<file path="config.mk">
export PLATFORM = sky130hd
export DESIGN_NAME = bmask_vec_decoder
export DESIGN_NICKNAME = d
export VERILOG_FILES = /design/src/rtl/bmask_vec_decoder.sv
export SDC_FILE = /design/constraint.sdc
export NUM_CORES = 1
export LEC_CHECK = 0
export ABC_AREA = 0
export BUFFER_PORTS_ARGS = -buffer_cell sky130_fd_sc_hd__buf_2
export CORE_ASPECT_RATIO = 1.5
export CORE_MARGIN = 2
export CORE_UTILIZATION = 46
export CTS_CLUSTER_DIAMETER = 50
export CTS_CLUSTER_SIZE = 25
export DETAILED_ROUTE_END_ITERATION = 12
export MAX_ROUTING_LAYER = met4
export SYNTH_ARGS = -nofsm -noshare
export SYNTH_HDL_FRONTEND = slang
export SYNTH_SLANG_ARGS = --single-unit
</file>
<file path="constraint.sdc">
create_clock -name clk -period 4.6 [get_ports clk]
set_input_delay 0.92 -clock clk [delete_from_list [all_inputs] [get_ports clk]]
set_output_delay 0.92 -clock clk [all_outputs]
set_load 0.01 [all_outputs]
</file>
<file path="src/rtl/bmask_vec_decoder.sv">
module bmask_vec_decoder #(
  parameter int VEC_W = 8
) (
  input  logic             clk,
  input  logic             rst_n,
  input  logic             dict_we,
  input  logic             dict_sel,
  input  logic [VEC_W-1:0] dict_wdata,
  input  logic             in_valid,
  input  logic             in_bit,
  output logic             in_ready,
  output logic             out_valid,
  input  logic             out_ready,
  output logic [VEC_W-1:0] out_data
);
  localparam int PW       = $clog2(VEC_W / 2);
  localparam int LEN_EXA  = 3;
  localparam int LEN_MSK  = 5 + PW;
  localparam int BUF_W    = VEC_W + 1;
  localparam int CW       = $clog2(BUF_W + 1);
  localparam logic [CW-1:0] TOP = CW'(BUF_W - 1);

  logic [BUF_W-1:0] bits_q, shifted, bits_d;
  logic [CW-1:0]    cnt, cnt_mid, len, wpos;
  logic [VEC_W-1:0] dict0, dict1, entry, mask_vec, dec;
  logic             complete, take, push, idle;

  logic          tag_raw, tag_exact, idx;
  logic [PW-1:0] pos;
  logic [1:0]    pat;

  assign tag_raw   = bits_q[BUF_W-1];
  assign tag_exact = bits_q[BUF_W-2];
  assign pos       = bits_q[BUF_W-3 -: PW];
  assign pat       = bits_q[BUF_W-3-PW -: 2];
  assign idx       = tag_exact ? bits_q[BUF_W-3] : bits_q[BUF_W-5-PW];

  assign len = tag_raw ? CW'(BUF_W) : (tag_exact ? CW'(LEN_EXA) : CW'(LEN_MSK));
  assign complete = (cnt != '0) && (cnt >= len);
  assign take     = complete && (!out_valid || out_ready);
  assign in_ready = !complete || take;
  assign push     = in_valid && in_ready;
  assign idle     = (cnt == '0) && !out_valid;

  assign entry    = idx ? dict1 : dict0;
  assign mask_vec = {{(VEC_W-2){1'b0}}, pat} << {pos, 1'b0};
  assign dec      = tag_raw ? bits_q[BUF_W-2 -: VEC_W]
                  : (tag_exact ? entry : (entry ^ mask_vec));

  always_comb begin
    shifted = take ? (bits_q << len) : bits_q;
    cnt_mid = take ? (cnt - len) : cnt;
    wpos    = TOP - cnt_mid;
    bits_d  = shifted;
    if (push) bits_d[wpos] = in_bit;
  end

  always_ff @(posedge clk) begin
    if (!rst_n) begin
      bits_q    <= '0;
      cnt       <= '0;
      out_valid <= 1'b0;
      out_data  <= '0;
      dict0     <= '0;
      dict1     <= '0;
    end else begin
      bits_q <= bits_d;
      cnt    <= cnt_mid + CW'(push);
      if (take) begin
        out_valid <= 1'b1;
        out_data  <= dec;
      end else if (out_ready) begin
        out_valid <= 1'b0;
      end
      if (dict_we && idle) begin
        if (dict_sel) dict1 <= dict_wdata;
        else          dict0 <= dict_wdata;
      end
    end
  end
endmodule

</file>
==> flow_summary.yaml <==
cells_and_area:
  num_antenna_cells: 0
  final_layout_size_suffix_gt1_share_pct: 19.3
  finalNonFillerCells: 348
  final_area_um2: 2640
  final_nets: 300
  area_growth_pct: 10.6
  n_fill_cell: 512
worst_setup_path:
  r2r_slack_ps: 1310
  crit_fanout: 22
  reg2regPathDepth: 8
  rr_endpoint: "bits_q[3]"
  worstPathArrival_ps: 2500
  crit_type: "flop to output port"
  regToRegStartpoint: "bits_q[8]"
  required_ps: 3680
  critPathCaptureType: "output port"
  startpoint_type: "flop"
floorplanning:
  die_x_um: 62.8
  io_pins: 25
  start_util_pct: 46.9
  die_h_um: 92.2
  core_area_um2: 5080
  row_count: 32
  die_area_um2: 5790
logic_synthesis:
  synth-simple-area-share_pct: 23.6
  synth.area.top_cells: "dfxtp_1, mux2i_1, nor2b_1"
  synth_compound_area_share_pct: 19.5
  synth_mux_area_share_pct: 12.9
  synth_ff_type: "dfxtp_1"
  yosys.area_share.adder_pct: 3.46
  yosys.area.top_type: "dfxtp_1"
  synth_area_per_cell_um2: 9.04
  yosysSeqAreaShare_pct: 31.9
  yosysTopAreaCellShare_pct: 31.9
  syn_area_um2: 2390
  ys_types: 58
  synth_xor_xnor_area_share_pct: 4.72
  async_reset_ff_share_pct: 0
  synth-edff-count: 0
  synth_top_family_by_area: "simple AND/OR/NAND/NOR gates"
  yosysWarnings: 0
  netlist_top_cells_count: "dfxtp_1, mux2i_1, nor2b_1"
  synthCells: 264
  ys_ff_latch: 38
  yosysMostFrequentCell: "dfxtp_1"
  synth.net_count: 285
hold_path:
  worstHoldPathType: "flop to flop"
  whs_path_depth: 1
  hold_end: "out_data[6]"
  min_from: "out_data[6]"
placement:
  port_buffers: 24
  routabilityCongestion: 0.880
  dp_cells: 340
  place_area_um2: 2530
  dp_hpwl_mm: 4.08
sta:
  min_period_over_period_pct: 74.2
  setup_viol_count_final: 0
  fin_crit_ps: 3420
  finClkSkew_ps: 4.73
  setup_tns_ps: 0
  worst_pin_slew_ps: 780
  max_freq_ghz: 0.293
  slew_headroom_pct: 47.0
  rsz0062_at_grt: "false"
  finalHoldViolCount: 0
  drv_slew: 0
drt:
  first_pass_iters: 4
  drt_iter0_markers: 122
  post_drt_wl_per_cell_um: 16.0
  vias_per_cell: 5.70
  drc_errors: 0
  drt-total-wl_mm: 5.56
  antenna_left: 0
  vias: 1982
power:
  ir_drop_mv: 0.203
  cellPowerDensity_nw_per_um2: 329
  total_power_mw: 0.869
  p_leak_nw: 1.10
global_routing:
  track_usage_pct: 20.4
  grt_max_degree: 36
  grt_pass1_vias: 1866
  grt_remaining_overflow: 0
  grt_pass1_wl_mm: 9.09
  antenna_found_initial: 0
cts:
  h-tree-depth: 2
  cts_setup_buffers: 0
  cts_buffers: 5
  cts_resized: 0
  clk_pin_slew_worst_paths_ps: 80
  hold_buffers: 0
  root_buffer: "clkbuf_8"
  cts.sinks: 38
  insertion_delay_ps: 290
  cts_buffer_depth: 2
  cts_tree: "yes"
status:
  outcome: "finished, final reports clean"
run:
  maxCapViolCount: 0
-- worst max-delay path, stage by stage (launching register included) --
cell      delay (ps)
dfxtp_1          820
inv_1            200
ha_1             440
o211ai_2         190
a21oi_2          290
nand2_1           90
buf_2            170
-- layout make-up --
class	instances	area, um2	share of cell area (%)
clock buffer	5	68.8	2.61
clock inverter	3	40.0	1.52
inverter	5	18.8	0.711
multi-input combinational	204	1540	58.3
sequential	38	761	28.8
tap	68	85.1	3.22
timing repair buffer	25	128	4.83
-- where the power goes --
| group | internal, mW | switching [mW] | total, mW |
|---|---|---|---|
| clock | 0.160 | 0.123 | 0.282 |
| sequential | 0.349 | 0.0323 | 0.381 |
| combinational | 0.0894 | 0.116 | 0.205 |
-- layout by cell type (no fill, tap or decap), types with 2 or more instances in the layout --
cell,count
a221o_1,2
o21ai_0,10
o211a_1,3
a21oi_1,13
ha_1,5
and2_1,4
o21ai_1,2
clkinv_2,2
o211ai_2,2
mux2i_1,26
nand2_1,20
xnor2_1,6
nand3_1,9
mux2_2,2
nor2_1,9
nor4b_1,2
a21oi_2,4
clkbuf_8,5
nor3_1,5
a21boi_0,4
o32ai_1,2
nor4bb_1,2
xor2_1,5
and3b_1,2
dfxtp_1,38
a31o_1,5
nor2b_1,22
and3_1,3
a221oi_1,2
o211ai_1,5
inv_1,5
buf_2,24
nand4b_1,3
-- registers in the layout, summed over array words and instances (netlist names) --
register,count
bits_q,9
out_valid,1
dict1,8
out_data,8
dict0,8
cnt,4
-- worst max path at each step --
| stage | start | to | slack (ps) | cells after the start |
|---|---|---|---|---|
| finish | bits_q[8] | in_ready | 1180 | 6 |
| global placement | bits_q[8] | bits_q[3] | 1560 | 8 |
| floorplan | bits_q[8] | in_ready | 1790 | 7 |
| CTS | bits_q[8] | in_ready | 1210 | 6 |
| detailed placement | bits_q[8] | bits_q[3] | 1380 | 8 |
| global route | bits_q[8] | in_ready | 1030 | 6 |
-- routing by layer --
metal | routed length [um] | global-route usage [%] | vias to the layer above
met4 | 106 | 6.48 | 0
met5 | 0 | - | -
met2 | 2880 | 35.8 | 36
li1 | - | - | 983
met3 | 168 | 2.70 | 7
met1 | 2400 | 24.1 | 956
-- stage by stage --
step	hold slack [ps]	util (%)	setup WS, ps
2_1_floorplan	477	-	1790
3_3_place_gp	487	49.8	1560
3_5_place_dp	487	49.8	1380
4_1_cts	508	51.9	1210
5_1_grt	520	51.9	1030
6_report	500	51.9	1180
-- cell families after synthesis --
family / Yosys count
simple gates: 94
compound gates: 62
flops: 38
mux: 30
buf+inv: 22
xor+xnor: 12
fa+ha+maj: 6
(Power assumes the default switching activity.)
